[src/rtl/tdm_port_pkg.sv]
package tdm_port_pkg;

  localparam int CELL_IDX_W = 8;

  typedef struct packed {
    logic                  txLoad;
    logic                  txLaunch;
    logic                  txIdle;
    logic [CELL_IDX_W-1:0] txIdx;
    logic                  rxSample;
    logic                  rxLast;
  } port_strobes_t;

endpackage

[src/rtl/tdm_port_ctrl.sv]
module tdm_port_ctrl
  import tdm_port_pkg::*;
#(
  parameter int CHANNELS_PER_FRAME = 32,
  parameter int BITS_PER_CHANNEL   = 8,
  parameter int OWNED_CHANNELS     = 4
) (
  input  logic          clk,
  input  logic          rstN,
  input  logic          frameInN,
  output port_strobes_t st,
  output logic          frameOutN
);

  localparam int CELLS_PER_FRAME = CHANNELS_PER_FRAME * BITS_PER_CHANNEL;
  localparam int CLKS_PER_FRAME  = CELLS_PER_FRAME * 2;
  localparam int CNT_W           = $clog2(CLKS_PER_FRAME);
  localparam int OWNED_CLKS      = OWNED_CHANNELS * BITS_PER_CHANNEL * 2;
  localparam int DELAY_POS       = OWNED_CLKS - 1;

  logic             frameSeen;
  logic             synced;
  logic             syncNext;
  logic [CNT_W-1:0] halfCnt;
  logic [CNT_W-1:0] nxtCnt;

  // Frame pulse is sampled on the rising edge, mid clock period.
  always_ff @(posedge clk or negedge rstN) begin
    if (!rstN) frameSeen <= 1'b0;
    else       frameSeen <= !frameInN;
  end

  always_comb begin
    if (frameSeen)                                nxtCnt = '0;
    else if (halfCnt == CNT_W'(CLKS_PER_FRAME-1)) nxtCnt = '0;
    else                                          nxtCnt = halfCnt + 1'b1;
    syncNext = synced | frameSeen;
  end

  // Half-cell counter advances on falling edges; even values open a cell.
  always_ff @(negedge clk or negedge rstN) begin
    if (!rstN) begin
      halfCnt   <= '0;
      synced    <= 1'b0;
      frameOutN <= 1'b1;
    end else begin
      halfCnt   <= nxtCnt;
      synced    <= syncNext;
      frameOutN <= !(syncNext && (nxtCnt == CNT_W'(DELAY_POS)));
    end
  end

  always_comb begin
    st.txLoad   = syncNext && (nxtCnt == '0);
    st.txLaunch = syncNext && !nxtCnt[0] && (nxtCnt < CNT_W'(OWNED_CLKS));
    st.txIdle   = !nxtCnt[0] && !st.txLaunch;
    st.txIdx    = CELL_IDX_W'(nxtCnt >> 1);
    st.rxSample = synced && halfCnt[0] && (halfCnt < CNT_W'(OWNED_CLKS));
    st.rxLast   = st.rxSample && (halfCnt == CNT_W'(OWNED_CLKS-1));
  end

  // the chained pulse is a single clock period wide.
  p_frame_out_width_r8: assert property (@(negedge clk) disable iff (!rstN)
    !frameOutN |=> frameOutN);

  // a seen frame pulse restarts the count at cell 0.
  p_restart_r2: assert property (@(negedge clk) disable iff (!rstN)
    frameSeen |=> (halfCnt == '0) && synced);

endmodule

[src/rtl/tdm_port_datapath.sv]
module tdm_port_datapath
  import tdm_port_pkg::*;
#(
  parameter int WORD_W = 32
) (
  input  logic              clk,
  input  logic              rstN,
  input  port_strobes_t     st,
  input  logic              rxd,
  input  logic [WORD_W-1:0] txData,
  output logic              txd,
  output logic              txOe,
  output logic [WORD_W-1:0] rxData,
  output logic              frameDone
);

  logic [WORD_W-1:0] txLatch;
  logic [WORD_W-1:0] txSrc;
  logic [WORD_W-1:0] txShifted;
  logic [WORD_W-1:0] rxShift;
  logic [WORD_W-1:0] rxNext;

  always_comb begin
    txSrc     = st.txLoad ? txData : txLatch;
    txShifted = txSrc << st.txIdx;
    rxNext    = {rxShift[WORD_W-2:0], rxd};
  end

  // Transmit side: falling-edge launch at the start of a cell.
  always_ff @(negedge clk or negedge rstN) begin
    if (!rstN) begin
      txLatch <= '0;
      txd     <= 1'b1;
      txOe    <= 1'b0;
    end else begin
      if (st.txLoad) txLatch <= txData;
      if (st.txLaunch) begin
        txd  <= txShifted[WORD_W-1];
        txOe <= 1'b1;
      end else if (st.txIdle) begin
        txd  <= 1'b1;
        txOe <= 1'b0;
      end
    end
  end

  // Receive side: rising-edge sample at three quarters of the cell.
  always_ff @(posedge clk or negedge rstN) begin
    if (!rstN) begin
      rxShift   <= '0;
      rxData    <= '0;
      frameDone <= 1'b0;
    end else begin
      if (st.rxSample) rxShift <= rxNext;
      if (st.rxLast)   rxData  <= rxNext;
      frameDone <= st.rxLast;
    end
  end

  // no change on the falling edge in the middle of a cell.
  p_mid_cell_hold_r3: assert property (@(negedge clk) disable iff (!rstN)
    !(st.txLaunch || st.txIdle) |=> $stable(txd));

  // released line idles high.
  p_idle_high_r5: assert property (@(negedge clk) disable iff (!rstN)
    !txOe |-> txd);

  // strobe lasts one clock.
  p_done_single_r7: assert property (@(posedge clk) disable iff (!rstN)
    frameDone |=> !frameDone);

  // received word only moves together with the strobe.
  p_rx_hold_r7: assert property (@(posedge clk) disable iff (!rstN)
    !frameDone |-> $stable(rxData));

endmodule

[src/rtl/tdm_chain_port.sv]
module tdm_chain_port
  import tdm_port_pkg::*;
#(
  parameter int CHANNELS_PER_FRAME = 32,
  parameter int BITS_PER_CHANNEL   = 8,
  parameter int OWNED_CHANNELS     = 4,
  localparam int WORD_W            = OWNED_CHANNELS * BITS_PER_CHANNEL
) (
  input  logic              clk,
  input  logic              rstN,
  input  logic              frameInN,
  input  logic              rxd,
  input  logic [WORD_W-1:0] txData,
  output logic              txd,
  output logic              txOe,
  output logic [WORD_W-1:0] rxData,
  output logic              frameDone,
  output logic              frameOutN
);

  port_strobes_t strobes;

  tdm_port_ctrl #(
    .CHANNELS_PER_FRAME(CHANNELS_PER_FRAME),
    .BITS_PER_CHANNEL  (BITS_PER_CHANNEL),
    .OWNED_CHANNELS    (OWNED_CHANNELS)
  ) uCtrl (
    .clk      (clk),
    .rstN     (rstN),
    .frameInN (frameInN),
    .st       (strobes),
    .frameOutN(frameOutN)
  );

  tdm_port_datapath #(
    .WORD_W(WORD_W)
  ) uData (
    .clk      (clk),
    .rstN     (rstN),
    .st       (strobes),
    .rxd      (rxd),
    .txData   (txData),
    .txd      (txd),
    .txOe     (txOe),
    .rxData   (rxData),
    .frameDone(frameDone)
  );

endmodule

[config.mk]
export PLATFORM = sky130hd
export DESIGN_NAME = tdm_chain_port
export DESIGN_NICKNAME = d
export VERILOG_FILES = /design/src/rtl/tdm_port_pkg.sv /design/src/rtl/tdm_port_ctrl.sv /design/src/rtl/tdm_port_datapath.sv /design/src/rtl/tdm_chain_port.sv
export SDC_FILE = /design/constraint.sdc
export NUM_CORES = 1
export LEC_CHECK = 0
export CAP_MARGIN = 20
export CORE_UTILIZATION = 38
export CTS_BUF_LIST = sky130_fd_sc_hd__clkbuf_2
export CTS_CLUSTER_SIZE = 20
export DETAILED_ROUTE_END_ITERATION = 12
export DONT_BUFFER_PORTS = 1
export PLACE_DENSITY = 0.55
export SLEW_MARGIN = 20
export SYNTH_ARGS = -nofsm -noshare
export SYNTH_HDL_FRONTEND = slang
export SYNTH_SLANG_ARGS = --single-unit
[constraint.sdc]
create_clock -name clk -period 3.6 [get_ports clk]
set_input_delay 0.36 -clock clk [delete_from_list [all_inputs] [get_ports clk]]
set_output_delay 0.36 -clock clk [all_outputs]
set_load 0.01 [all_outputs]
==> impl_metrics.tcl <==
set metrics [dict create \
    final_cell_mix "nand2_1 (89), dfrtp_1 (65), mux2_2 (54), dfrtn_1 (43), buf_4 (39)" \
    crit_buf_inv 1 \
    dieArea_sq_um 13100 \
    vias 3250 \
    grt-ovfl-total 0 \
    synth_nets 458 \
    synth_warnings 0 \
    final_nets 500 \
    routabilityCongestion 0.824 \
    total_power_mw 2.44 \
    ys_async_sr_fraction_pct 100 \
    clock_latency_ps 620 \
    reg2reg_slack_ps -310 \
    clockRootBuffer "clkbuf_2" \
    critPathCapture "uData.txd$_DFFE_NN1P_" \
    drive_gt1_share_pct 35.5 \
    tightest_slew_ps 416 \
    grt_pass1_vias 3164 \
    seq_area_frac_synth_pct 57.2 \
    antenna_found_initial 0 \
    crit_family "simple AND/OR/NAND/NOR gates" \
    antenna-diode-count 0 \
    r2r-start "uCtrl.frameSeen$_DFF_PN0_" \
    place_area_sq_um 5350 \
    status "finished with violations" \
    die_h_microns 115 \
    slew_headroom_pct 72.1 \
    cap_violations 0 \
    ys_types 52 \
    stdcell_area_sq_um 5710 \
    ioPinCount 72 \
    fin_cells 635 \
    clkTransAtPathRegs_ps 320 \
    fp.coreArea_sq_um 12200 \
    first_pass_iters 4 \
    clkSinkCount 110 \
    crit_path_start_kind "flip-flop" \
    dpl.hpwl_microns 6910 \
    setup_ws_ps -313 \
    crit_chain "or2_4 -> a41oi_4 -> nor4_4 -> buf_12 -> mux2_2 -> o2111ai_1 -> nand4_1 -> a211oi_2" \
    drt-wirelength-per-cell_microns 15.9 \
    cp_num_cells 8 \
    htreeDepth 3 \
    io_buffers 0 \
    rsz0062_at_grt "yes" \
    cts_tree "done" \
    critPathSlowestCell "dfrtp_1" \
    syn_area_sq_um 4810 \
    clockBufferDepth 2 \
    p_per_area_nw_per_um2 427 \
    setup_violations 29 \
    violations "negative setup slack" \
    dp_slack_ps -334 \
    r2r_cells 8 \
    initial_utilization_pct 39.6 \
    grt_max_degree 66 \
    syn2layout_area_growth_pct 18.5 \
    dp.cells 606 \
    final_util_pct 46.9 \
    synth_edf_count 0 \
    holdWs_ps 241 \
    cp-startpoint "uCtrl.frameSeen$_DFF_PN0_" \
    drt_iter0_drc 186 \
    syn_area_per_cell_sq_um 11.5 \
    track_usage_pct 16.5 \
    netlist_instances 420 \
    hold_class "in -> async" \
    path_max_fanout 8 \
    timing.rr.end "uData.txd$_DFFE_NN1P_" \
    slew_violations 0 \
    synth-seq-cells 110 \
    arrival_ps 2630 \
    end_kind "flip-flop" \
    path_class "reg -> reg" \
    ant_nets 0 \
    finalSetupTns_ps -5760 \
    finalHoldViolCount 0 \
    finalWirelength_microns 10100 \
    drc 0 \
    die_w_microns 115 \
    fin_worst_skew_ps 134 \
    critical_path.max_stage_delay_ps 440 \
    required_ps 2320 \
    cts_buffers 9 \
    vias_per_cell 5.12 \
    p_leak_nw 2.72 \
    row_count 40 \
    grt_pass1_wl_microns 16500 \
    synthFlopType "dfrtp_1" \
    layout_commonest_cell "nand2_1" \
    ir_drop_uv 256 \
]
==> worst register-to-register path: cells and delay by family (launching register included) <==
family	cells	cell delay, ps
simple gates	3	680
compound gates	3	450
flops	1	440
mux	1	330
buf+inv	1	170
==> registers in the layout (all words and copies together), names as in the netlist <==
signal           flops
uData.txOe           1
uData.txd            1
uData.rxData        32
uCtrl.synced         1
uData.frameDone      1
uData.txLatch       32
uCtrl.halfCnt        9
uCtrl.frameSeen      1
uCtrl.frameOutN      1
uData.rxShift       31
==> routing by layer <==
metal	global-route usage [%]	up-vias	wire, microns
met5	0	-	0
met4	8.23	0	235
met3	3.92	18	470
met2	25.5	70	4730
met1	21.8	1629	4650
li1	-	1533	-
==> cell families (layout without fill, tap and decap cells) <==
logic type / Yosys count / after routing / synth area share, %
AOI/OAI and AO/OA: 42 / 42 / 6.89
xor gates and xnor gates: 5 / 5 / 0.910
adders and majority gates: 2 / 2 / 0.520
buffers and inverters: 30 / 77 / 2.75
DFF: 110 / 110 / 57.2
muxes: 70 / 70 / 16.4
and+or+nand+nor: 161 / 161 / 15.3
==> what timing repair did <==
item	CTS	global route
gates resized for setup	20	3
pin swaps	3	2
hold endpoints to repair	68	0
setup buffers	4	1
hold buffers	4	0
setup endpoints to repair	33	67
gates cloned	3	0
==> cells in the mapped netlist (all sizes together), types with 6 or more instances <==
cell / count / area share (%)
inv: 7 / 0.55
buf: 6 / 0.88
mux2: 69 / 16
nand2: 90 / 7.0
nor4: 7 / 1.4
o21ai: 13 / 1.4
dfrtp: 65 / 34
nand3: 7 / 0.83
dfrtn: 43 / 22
clkbuf: 17 / 1.3
nor2: 30 / 2.3
or2: 9 / 1.2
==> report_power, final <==
part	internal [mW]	total, mW	switching [mW]	leakage, nW
registers	1.40	1.50	0.102	1.43
logic	0.216	0.396	0.181	1.22
clock network	0.109	0.541	0.432	0.0763
==> final cells by class <==
cell class | count | area [sq um]
inverter | 6 | 22.5
sequential | 110 | 2760
fill | 1155 | 6450
multi-input combinational | 280 | 2060
clock buffer | 10 | 50.0
clock inverter | 8 | 62.6
tap | 168 | 210
timing repair buffer | 53 | 551
==> worst min-delay path by stage <==
| stage | start | end | slack (ps) | cells past startpoint |
|---|---|---|---|---|
| finish | rstN | uData.rxShift[13]$_DFFE_PN0P_ | 240 | 2 |
| global route | rstN | uData.rxShift[23]$_DFFE_PN0P_ | 190 | 2 |
| CTS | rstN | uData.rxShift[13]$_DFFE_PN0P_ | 200 | 2 |
| detailed placement | rstN | uData.frameDone$_DFF_PN0_ | 70 | 0 |
| global placement | rstN | uCtrl.frameSeen$_DFF_PN0_ | 80 | 0 |
| floorplan | rstN | uCtrl.frameSeen$_DFF_PN0_ | 60 | 0 |
Power figures use the tool's default switching activity.
